`src/rtl/split64_pkg.sv`:
```
package split64_pkg;
  localparam int WORD_W = 32;
  localparam int REG_W  = 64;

  typedef logic [REG_W-1:0]  reg64_t;
  typedef logic [WORD_W-1:0] word_t;

  function automatic word_t pick_half(reg64_t v, logic msw);
    return msw ? v[63:32] : v[31:0];
  endfunction
endpackage

```
`src/rtl/split64_ctr.sv`:
```
module split64_ctr
  import split64_pkg::*;
#(
  parameter int AMT_W = 32
) (
  input  logic             clk_i,
  input  logic             rst_ni,
  input  logic             inc_i,
  input  logic [AMT_W-1:0] amt_i,
  output reg64_t           val_o
);
  reg64_t cnt_q;

  always_ff @(posedge clk_i or negedge rst_ni) begin
    if (!rst_ni)    cnt_q <= '0;
    else if (inc_i) cnt_q <= cnt_q + REG_W'(amt_i);
  end

  assign val_o = cnt_q;

  AST_CNT_HOLD: assert property (@(posedge clk_i) disable iff (!rst_ni)
    !inc_i |=> $stable(cnt_q));
  AST_CNT_ADD: assert property (@(posedge clk_i) disable iff (!rst_ni)
    inc_i |=> (cnt_q - $past(cnt_q)) == REG_W'($past(amt_i)));
endmodule

```
`src/rtl/split64_wstage.sv`:
```
module split64_wstage
  import split64_pkg::*;
#(
  parameter bit MSW_AT_LOW = 1'b1
) (
  input  logic   clk_i,
  input  logic   rst_ni,
  input  logic   stage_we_i,
  input  logic   commit_i,
  input  word_t  wdata_i,
  output reg64_t val_o
);
  word_t  stage_q;
  reg64_t scr_q;
  reg64_t commit_val;

  // higher-address word arrives with the commit
  generate
    if (MSW_AT_LOW) begin : g_msw_low
      assign commit_val = {stage_q, wdata_i};
    end else begin : g_lsw_low
      assign commit_val = {wdata_i, stage_q};
    end
  endgenerate

  always_ff @(posedge clk_i or negedge rst_ni) begin
    if (!rst_ni) begin
      stage_q <= '0;
      scr_q   <= '0;
    end else if (commit_i) begin
      scr_q   <= commit_val;
      stage_q <= '0;
    end else if (stage_we_i) begin
      stage_q <= wdata_i;
    end
  end

  assign val_o = scr_q;

  AST_STAGE_NO_COMMIT: assert property (@(posedge clk_i) disable iff (!rst_ni)
    (stage_we_i && !commit_i) |=> $stable(scr_q));
  AST_COMMIT_WORD: assert property (@(posedge clk_i) disable iff (!rst_ni)
    commit_i |=> pick_half(scr_q, !MSW_AT_LOW) == $past(wdata_i));
  AST_STAGE_CLEARED: assert property (@(posedge clk_i) disable iff (!rst_ni)
    commit_i |=> stage_q == '0);
  AST_IDLE_HOLD: assert property (@(posedge clk_i) disable iff (!rst_ni)
    (!stage_we_i && !commit_i) |=> $stable(scr_q) && $stable(stage_q));
endmodule

```
`src/rtl/split64_rshadow.sv`:
```
module split64_rshadow
  import split64_pkg::*;
#(
  parameter int N_REG = 8,
  parameter int IDX_W = 9
) (
  input  logic             clk_i,
  input  logic             rst_ni,
  input  logic             rd_i,
  input  logic             mapped_i,
  input  logic [IDX_W-1:0] idx_i,
  input  logic             msw_i,
  input  reg64_t           vals_i [N_REG],
  output logic             rsp_valid_o,
  output word_t            rsp_rdata_o
);
  logic             shd_vld_q;
  logic [IDX_W-1:0] shd_idx_q;
  logic             shd_msw_q;
  word_t            shd_q;
  logic             rsp_valid_q;
  word_t            rsp_data_q;

  reg64_t live;
  logic   hit;
  word_t  rd_data_d;

  always_comb begin
    live = '0;
    for (int r = 0; r < N_REG; r++) begin
      if (idx_i == IDX_W'(r)) live = vals_i[r];
    end
  end

  assign hit = shd_vld_q && (shd_idx_q == idx_i) && (shd_msw_q == msw_i);

  always_comb begin
    if (!mapped_i)  rd_data_d = '0;
    else if (hit)   rd_data_d = shd_q;
    else            rd_data_d = pick_half(live, msw_i);
  end

  always_ff @(posedge clk_i or negedge rst_ni) begin
    if (!rst_ni) begin
      shd_vld_q   <= 1'b0;
      shd_idx_q   <= '0;
      shd_msw_q   <= 1'b0;
      shd_q       <= '0;
      rsp_valid_q <= 1'b0;
      rsp_data_q  <= '0;
    end else begin
      rsp_valid_q <= rd_i;
      if (rd_i) begin
        rsp_data_q <= rd_data_d;
        if (mapped_i) begin
          if (hit) begin
            shd_vld_q <= 1'b0;
          end else begin
            shd_vld_q <= 1'b1;
            shd_idx_q <= idx_i;
            shd_msw_q <= ~msw_i;
            shd_q     <= pick_half(live, ~msw_i);
          end
        end
      end
    end
  end

  assign rsp_valid_o = rsp_valid_q;
  assign rsp_rdata_o = rsp_data_q;

  AST_SHADOW_CONSUMED: assert property (@(posedge clk_i) disable iff (!rst_ni)
    (rd_i && mapped_i && hit) |=> !shd_vld_q);
  AST_SHADOW_FILLED: assert property (@(posedge clk_i) disable iff (!rst_ni)
    (rd_i && mapped_i && !hit) |=> shd_vld_q && (shd_msw_q != $past(msw_i)));
  AST_SHADOW_KEPT: assert property (@(posedge clk_i) disable iff (!rst_ni)
    (!rd_i || !mapped_i) |=> $stable(shd_vld_q) && $stable(shd_q) && $stable(shd_idx_q));
  AST_UNMAPPED_ZERO: assert property (@(posedge clk_i) disable iff (!rst_ni)
    (rd_i && !mapped_i) |=> rsp_rdata_o == '0);
endmodule

```
`src/rtl/split64_regbank.sv`:
```
module split64_regbank
  import split64_pkg::*;
#(
  parameter int ADDR_W     = 12,
  parameter int N_CNT      = 7,
  parameter int AMT_W      = 32,
  parameter bit MSW_AT_LOW = 1'b1
) (
  input  logic                   clk_i,
  input  logic                   rst_ni,
  input  logic                   req_valid_i,
  output logic                   req_ready_o,
  input  logic                   req_write_i,
  input  logic [ADDR_W-1:0]      req_addr_i,
  input  logic [31:0]            req_wdata_i,
  input  logic [N_CNT-1:0]       cnt_inc_i,
  input  logic [N_CNT*AMT_W-1:0] cnt_amt_i,
  output logic                   rsp_valid_o,
  output logic [31:0]            rsp_rdata_o
);
  localparam int N_REG   = N_CNT + 1;
  localparam int IDX_W   = ADDR_W - 3;
  localparam int SCR_IDX = N_CNT;

  logic [IDX_W-1:0] idx;
  logic             upper_addr;
  logic             aligned;
  logic             mapped;
  logic             msw;
  logic             rd_req;
  logic             wr_scr;
  reg64_t           vals [N_REG];

  assign idx        = req_addr_i[ADDR_W-1:3];
  assign upper_addr = req_addr_i[2];
  assign aligned    = (req_addr_i[1:0] == 2'b00);
  assign mapped     = aligned && (idx < IDX_W'(N_REG));
  assign msw        = MSW_AT_LOW ? ~upper_addr : upper_addr;
  assign rd_req     = req_valid_i && !req_write_i;
  assign wr_scr     = req_valid_i && req_write_i && aligned && (idx == IDX_W'(SCR_IDX));

  assign req_ready_o = 1'b1;

  generate
    for (genvar k = 0; k < N_CNT; k++) begin : g_ctr
      split64_ctr #(.AMT_W(AMT_W)) u_ctr (
        .clk_i  (clk_i),
        .rst_ni (rst_ni),
        .inc_i  (cnt_inc_i[k]),
        .amt_i  (cnt_amt_i[k*AMT_W +: AMT_W]),
        .val_o  (vals[k])
      );
    end
  endgenerate

  split64_wstage #(.MSW_AT_LOW(MSW_AT_LOW)) u_wstage (
    .clk_i      (clk_i),
    .rst_ni     (rst_ni),
    .stage_we_i (wr_scr && !upper_addr),
    .commit_i   (wr_scr && upper_addr),
    .wdata_i    (req_wdata_i),
    .val_o      (vals[SCR_IDX])
  );

  split64_rshadow #(.N_REG(N_REG), .IDX_W(IDX_W)) u_rshadow (
    .clk_i       (clk_i),
    .rst_ni      (rst_ni),
    .rd_i        (rd_req),
    .mapped_i    (mapped),
    .idx_i       (idx),
    .msw_i       (msw),
    .vals_i      (vals),
    .rsp_valid_o (rsp_valid_o),
    .rsp_rdata_o (rsp_rdata_o)
  );

  AST_RSP_LATENCY: assert property (@(posedge clk_i) disable iff (!rst_ni)
    rsp_valid_o == $past(rd_req));
  AST_READY_HIGH: assert property (@(posedge clk_i) disable iff (!rst_ni)
    req_ready_o);
  AST_CTR_WRITE_IGNORED: assert property (@(posedge clk_i) disable iff (!rst_ni)
    (req_valid_i && req_write_i && !cnt_inc_i[0]) |=> $stable(vals[0]));
endmodule

```
`config.mk`:
```
export PLATFORM = sky130hd
export DESIGN_NAME = split64_regbank
export DESIGN_NICKNAME = d
export VERILOG_FILES = /design/src/rtl/split64_pkg.sv /design/src/rtl/split64_ctr.sv /design/src/rtl/split64_wstage.sv /design/src/rtl/split64_rshadow.sv /design/src/rtl/split64_regbank.sv
export SDC_FILE = /design/constraint.sdc
export NUM_CORES = 2
export LEC_CHECK = 0
export BUFFER_PORTS_ARGS = -buffer_cell sky130_fd_sc_hd__clkbuf_2
export CORE_ASPECT_RATIO = 1.1
export CORE_MARGIN = 2
export CORE_UTILIZATION = 35
export CTS_CLUSTER_DIAMETER = 50
export DETAILED_ROUTE_END_ITERATION = 12
export GPL_TIMING_DRIVEN = 0
export PLACE_DENSITY = 0.57
export SYNTH_ARGS = -nofsm -noshare
export SYNTH_HDL_FRONTEND = slang
export SYNTH_SLANG_ARGS = --single-unit
```
`constraint.sdc`:
```
create_clock -name clk_i -period 3.89 [get_ports clk_i]
set_clock_uncertainty 0.05 [all_clocks]
set_input_delay 0.389 -clock clk_i [delete_from_list [all_inputs] [get_ports clk_i]]
set_output_delay 0.389 -clock clk_i [all_outputs]
set_load 0.1 [all_outputs]
```
# After elaboration in Yosys (flattened, before gate mapping)
# Cells that the tools add are included.
# classes
mux	15
add_sub_neg	7
n_bitwise	2
eq_ne	9
n_lt_le_gt_ge	1
n_reduce_logical	16
# ops
cell	count
64-bit two-way mux	8
64-bit by 32-bit adder with 64-bit output	7
32-bit two-way mux	6
9-bit by 3-bit equality test with 1-bit output, second input constant	4
9-bit by 2-bit equality test with 1-bit output, second input constant	2
9-bit by 1-bit equality test with 1-bit output, second input constant	1
9-bit equality test	1
1-bit logical AND	9
9-bit logical NOT	1
9-bit by 4-bit less-than comparator with 1-bit output, second input constant	1
3-bit AND reduction	1
1-bit logical NOT	2
2-bit logical NOT	1
1-bit NOT	2
2-bit AND reduction	1
2-bit nonzero test	1
1-bit equality test	1
1-bit two-way mux	1
# totals
ff_bits	620
inputBits	279
elab_cells	65
output_inout_bits	34

# Longest topological paths before layout
# logic_depth
depth_word	12
ltp_mapped	13
mapped_depth_nobuf	12

# By module
# From an unflattened synthesis, not the netlist that was laid out.
# hier_totals
hier_cells	4609
area_unflattened_um2	43998.4
# by_module_without_submodules
module	cells_per_inst	seq_area_each_um2	n_inst	area_per_inst_um2
split64_ctr (g_ctr[1].u_ctr ...)	472	1601.5	4	4570.6
split64_rshadow	1085	1901.8	1	8531.9
split64_ctr (g_ctr[5].u_ctr)	477	1601.5	1	4540.6
split64_ctr (g_ctr[0].u_ctr)	448	1601.5	1	4444.3
split64_ctr (g_ctr[6].u_ctr)	460	1601.5	1	4415.5
split64_wstage	239	2402.3	1	3706.1
split64_regbank	12	0.0	1	77.6

# Least setup slack after synthesis
# Ideal clock, no wire load.
# synth_timing
path_type	in2reg
startpoint	input port cnt_amt_i[128]
endpoint	register g_ctr[4].u_ctr.cnt_q[28]
cell_stages	12
path_buffers	0
required_time_ps	3714
slack_ps	611
setup_time_ps	126
arrival_time_ps	3103
path_cell_list	ha_1 fa_1 a211oi_1 o21ai_1 o311ai_0 a21o_1 nand2_1 nand3_1 a41oi_1 a2111oi_0 nor4b_1 a311o_1
# synth_between
elab_chain_len	1
# synth_lines
item	line_no	text
start, declared	split64_regbank.sv:17	input logic [N_CNT*AMT_W-1:0] cnt_amt_i,
64-bit by 32-bit adder with 64-bit output	split64_ctr.sv:16	else if (inc_i) cnt_q <= cnt_q + REG_W'(amt_i);
end signal, assigned	split64_ctr.sv:16	
end, declared	split64_ctr.sv:12	reg64_t cnt_q;
# No other way between the ends.
# A chain may end at the register's enable or synchronous reset.

# Worst setup path in the final report
# layout_timing
startpoint	input port req_addr_i[3]
endpoint	register u_rshadow.rsp_data_q[4] (netlist: u_rshadow.rsp_rdata_o[4])
# layout_between
elab_chain_len	12
elab_cells_between_ends	24
classes_between	order compare: 1; eq/ne: 8; mux: 11; reduce/logical: 4
# layout_lines
item	line_no	text
start, declared	split64_regbank.sv:14	input logic [ADDR_W-1:0] req_addr_i,
9-bit logical NOT	split64_rshadow.sv:31	if (idx_i == IDX_W'(r)) live = vals_i[r];
64-bit two-way mux (8 in a row)	split64_rshadow.sv:31	
32-bit two-way mux	split64_pkg.sv:9	return msw ? v[63:32] : v[31:0];
32-bit two-way mux	split64_rshadow.sv:39	else if (hit) rd_data_d = shd_q;
32-bit two-way mux (*)	split64_rshadow.sv:38	if (!mapped_i) rd_data_d = '0;
end signal, assigned	split64_rshadow.sv:54	rsp_data_q <= rd_data_d;
end, declared	split64_rshadow.sv:22	word_t rsp_data_q;
# Mark *: on every way between the ends. The rest lies on a longest branch, timed or not.

==> results.txt <==
----------------------------------------------------
[Finish]
  Final cell area excluding filler cells ... 46,980 um2
  P&R area growth vs syn ... 18.99%
  Fraction of final layout cells with drive strength greater than 1 ... 21.34%
  Post-layout nets ... 4,840

[Placement]
  Buffers added on ports ... 307
  Detailed placement HPWL ... 113,200 um
  Post-place instance area ... 43,100 um2
  Global placement routability congestion ... 0.9663

[Critical path]
  Worst setup startpoint ... req_addr_i[3]
  Critical path peak fanout ... 10
  Type of element launching the critical path ... input pin
  Arrival time of the worst setup path ... 4230 ps
  Longest individual stage delay on the worst path ... 890 ps
  Logic depth of the worst register-to-register path ... 13
  Library cell contributing the largest single delay on the critical path ... sky130_fd_sc_hd__clkdlybuf4s15_1
  Start-to-end type of the worst setup path ... in2reg
  Crit Reg-Reg Endpoint ... g_ctr[4].u_ctr.val_o[40]
  Worst reg2reg startpoint ... g_ctr[4].u_ctr.val_o[0]
  CP Cell Sequence ... clkbuf_2 > buf_2 > clkdlybuf4s15_1 > mux4_2 > a222oi_1 > inv_1 > a221oi_1 > mux2_2 > o21ai_0
  Category of the worst setup path capture point ... flip-flop
  Worst Path Required ... 4350 ps
  Critical Path End ... u_rshadow.rsp_rdata_o[4]
  Register-to-register setup slack ... 200 ps

[Floorplan]
  Die extent in x ... 324.2 um
  Effective utilization at floorplan ... 35.19%
  Overall die height ... 356.2 um
  Placeable core area ... 112,200 um2
  Die area ... 115,500 um2
  Rows ... 129
  Top-level port count ... 313

[Synthesis]
  Post-synth EDFFs ... 0
  Main combinational cell family by area after synthesis ... compound AO/OA/AOI/OAI gates
  Fraction of the mapped netlist area in compound gates ... 16.36%
  Adder and majority gate portion of the synthesized area ... 7.454%
  Number of synthesis warnings ... 0
  Area share of the largest cell type after synthesis ... 39.30%
  Number of standard cells after synthesis ... 3,882
  Post-Synth XOR/XNOR Area ... 9.562%
  Synth top area cells ... sky130_fd_sc_hd__dfrtp_1, sky130_fd_sc_hd__mux2_2, sky130_fd_sc_hd__ha_1, sky130_fd_sc_hd__xnor2_1, sky130_fd_sc_hd__xor2_1
  Synth Area per Inst ... 10.17 um2
  Mapped Nets ... 4,392
  Share of synthesized flip-flops with an asynchronous set or reset ... 100.0%
  Cell type with the highest aggregate area in the netlist ... sky130_fd_sc_hd__dfrtp_1
  Sequential element share of the synthesized area ... 39.30%
  Leading register cell type out of synthesis ... sky130_fd_sc_hd__dfrtp_1
  Simple-gate share of the synthesized area ... 11.97%
  Most common library cells after synthesis ... sky130_fd_sc_hd__dfrtp_1, sky130_fd_sc_hd__mux2_2, sky130_fd_sc_hd__xnor2_1, sky130_fd_sc_hd__nand2_1, sky130_fd_sc_hd__a21oi_1
  Number of distinct library cells after synthesis ... 91
  Multiplexer share of the synthesized area ... 12.46%
  Post-Synthesis Cell Area ... 39,480 um2
  Cell with the most instances after synthesis ... sky130_fd_sc_hd__dfrtp_1
  Number of synthesized register bits ... 620

[Min path]
  Class of the tightest hold or removal check ... in2reg

[Detailed routing]
  Total routed wirelength ... 141,100 um
  Number of routed nets with antenna violations ... 0
  Number of vias after detailed routing ... 32,970
  Avg WL per Cell ... 23.89 um
  Detailed-router iteration count before antenna repair ... 9
  Number of DRC markers after the initial detailed-route iteration ... 2,464
  Detailed-route vias per instance ... 5.581
  DRC violations left ... 0

[Outcome]
  Status ... finished, final reports clean

[Clock network]
  Clock Tree Buf Depth ... 3
  Worst-Skew Late Latency ... 660 ps
  Clock slew seen by the registers of the worst setup and hold paths ... 60 ps
  TritonCTS buffer count ... 95
  Clock tree root buffer cell ... sky130_fd_sc_hd__clkbuf_16
  Number of levels in the clock H-tree ... 3
  TritonCTS clock tree ... yes
  Number of sinks on the clock net ... 620

[Global routing]
  Wire length of the first global-routing pass ... 208,800 um
  Overall fraction of global-route tracks in use ... 24.25%
  Sum of overflow across all layers after global routing ... 0
  Initial antenna violation count ... 7
  Number of global-route vias before repair ... 32,560
  Pin count of the biggest net entering global routing ... 105

[Pwr]
  Sw Ratio ... 38.78%
  Pwr dens ... 713.3 nW/um2
  Total internal power ... 20,510 uW
  Proportion of power drawn by the clock network ... 26.8%
  Share of total power in combinational logic ... 44.1%
  Worst ir drop on vdd ... 0.3579 mV
  Sequential group share of total power ... 29.1%
  Cell leakage power ... 0.02144 uW
  Switching component of the power ... 12,990 uW
  Post-route total power ... 33,510 uW

[Timing]
  Final worst path period share ... 96.94%
  Number of endpoints with negative hold slack in the final report ... 0
  Actual slew at the worst max-slew pin ... 1121 ps
  Worst-case headroom to the max-slew limit ... 25.25%
  Setup-failing EPs final ... 0
  Setup TNS Final ... 0 ps
  Count of final max-slew check failures ... 0
  Final Critical Period ... 3771 ps
  Achievable clock frequency ... 265.2 MHz

[Job]
  Count of maximum capacitance violations ... 0

----------------------------------------------------
==> cell type report <==
cell class / instances / area (um2)
clock buffers: 123 / 2655
flip-flops and latches: 620 / 15510
fillers: 10990 / 65200
diodes: 2 / 5.005
repair buffers: 352 / 2092
plain buffers: 148 / 590.6
clock inverters: 44 / 624.3
multi-input cells: 2964 / 23050
well taps: 1506 / 1884
inverters: 149 / 559.3
==> registers in the layout, indices dropped and copies added (netlist names) <==
signal	flops
g_ctr.u_ctr.val_o	448
u_rshadow.rsp_rdata_o	32
u_rshadow.rsp_valid_o	1
u_rshadow.shd_idx_q	9
u_rshadow.shd_msw_q	1
u_rshadow.shd_q	32
u_rshadow.shd_vld_q	1
u_wstage.stage_q	32
u_wstage.val_o	64
==> layout by cell type (no fill, tap or decap), types with 20 or more instances in the layout <==
master,n
sky130_fd_sc_hd__dlygate4sd3_1,29
sky130_fd_sc_hd__a21o_1,118
sky130_fd_sc_hd__xor2_1,150
sky130_fd_sc_hd__mux4_2,56
sky130_fd_sc_hd__nand3_1,123
sky130_fd_sc_hd__clkbuf_1,131
sky130_fd_sc_hd__and3_1,72
sky130_fd_sc_hd__dfrtp_1,620
sky130_fd_sc_hd__nand4_1,59
sky130_fd_sc_hd__nor4_1,20
sky130_fd_sc_hd__a21oi_1,245
sky130_fd_sc_hd__nor2_1,198
sky130_fd_sc_hd__nor3_1,52
sky130_fd_sc_hd__a221oi_1,61
sky130_fd_sc_hd__a31oi_1,21
sky130_fd_sc_hd__clkbuf_2,313
sky130_fd_sc_hd__inv_1,148
sky130_fd_sc_hd__a222oi_1,56
sky130_fd_sc_hd__ha_1,224
sky130_fd_sc_hd__xnor2_1,281
sky130_fd_sc_hd__mux2_2,316
sky130_fd_sc_hd__o21bai_1,40
sky130_fd_sc_hd__o21a_1,27
sky130_fd_sc_hd__nor2b_1,20
sky130_fd_sc_hd__and2_1,32
sky130_fd_sc_hd__clkbuf_16,97
sky130_fd_sc_hd__o21ai_0,196
sky130_fd_sc_hd__nand2b_1,23
sky130_fd_sc_hd__nand2_1,272
sky130_fd_sc_hd__a22oi_1,43
==> worst min-delay path by stage <==
stage / to / start / cells after the start / slack [ps]
floorplan: g_ctr[0].u_ctr.val_o[0] / rst_ni / 0 / 40
detailed placement: g_ctr[2].u_ctr.val_o[3] / rst_ni / 1 / 360
global route: g_ctr[3].u_ctr.val_o[0] / cnt_amt_i[96] / 3 / 40
CTS: g_ctr[0].u_ctr.val_o[0] / cnt_amt_i[0] / 3 / 2
global placement: g_ctr[2].u_ctr.val_o[63] / g_ctr[2].u_ctr.val_o[63] / 1 / 400
finish: g_ctr[0].u_ctr.val_o[0] / cnt_amt_i[0] / 3 / 30
==> power by group through the flow <==
stage          registers, uW  clock network [uW]  logic (uW)
2_1_floorplan           8910                   0       11200
3_3_place_gp            9760                   0       14100
3_5_place_dp            9800                   0       14300
4_1_cts                 9700                9080       14500
5_1_grt                 9910                9360       16400
6_report                9760                8980       14800
==> routing by layer <==
metal	track usage (%)	up-vias	wire length (um)
li1	-	15300	-
met1	32.13	16420	60730
met2	39.63	990	65300
met3	3.037	260	8061
met4	10.75	8	6972
met5	0	-	46
==> logic make-up after synthesis <==
logic type | after synthesis
flip-flops | 620
adder cells (fa/ha/maj) | 231
AO/OA/AOI/OAI | 959
XOR/XNOR | 431
multiplexers | 382
buffers and inverters | 298
AND/OR/NAND/NOR | 960
other | 1
==> worst max-delay path: cells and delay by family <==
| kind | cells | cell delay [ps] |
|---|---|---|
| AOI/OAI and AO/OA | 3 | 1320 |
| buffers and inverters | 4 | 1520 |
| muxes | 2 | 970 |
==> repair_timing <==
action                                 CTS  global route
pin swaps                                0             8
buffers inserted                         1             8
resized for setup                       20            36
setup endpoints to repair               93           156
endpoints found under the hold margin  105             0
hold buffers                            29             0
==> metrics by stage <==
step | util [%] | std cells | setup WS [ps] | hold WS, ps
CTS | 41.68 | 5898 | 4.513 | 2.463
global route | 41.87 | 5906 | -34.13 | 38.26
global placement | 38.24 | 5695 | -13220 | 404.4
detailed placement | 38.42 | 5702 | -1067 | 355.1
floorplan | - | 3882 | 610.7 | 43.41
finish | 41.88 | 5908 | 119.0 | 33.02
Power figures use the tool's default switching activity.
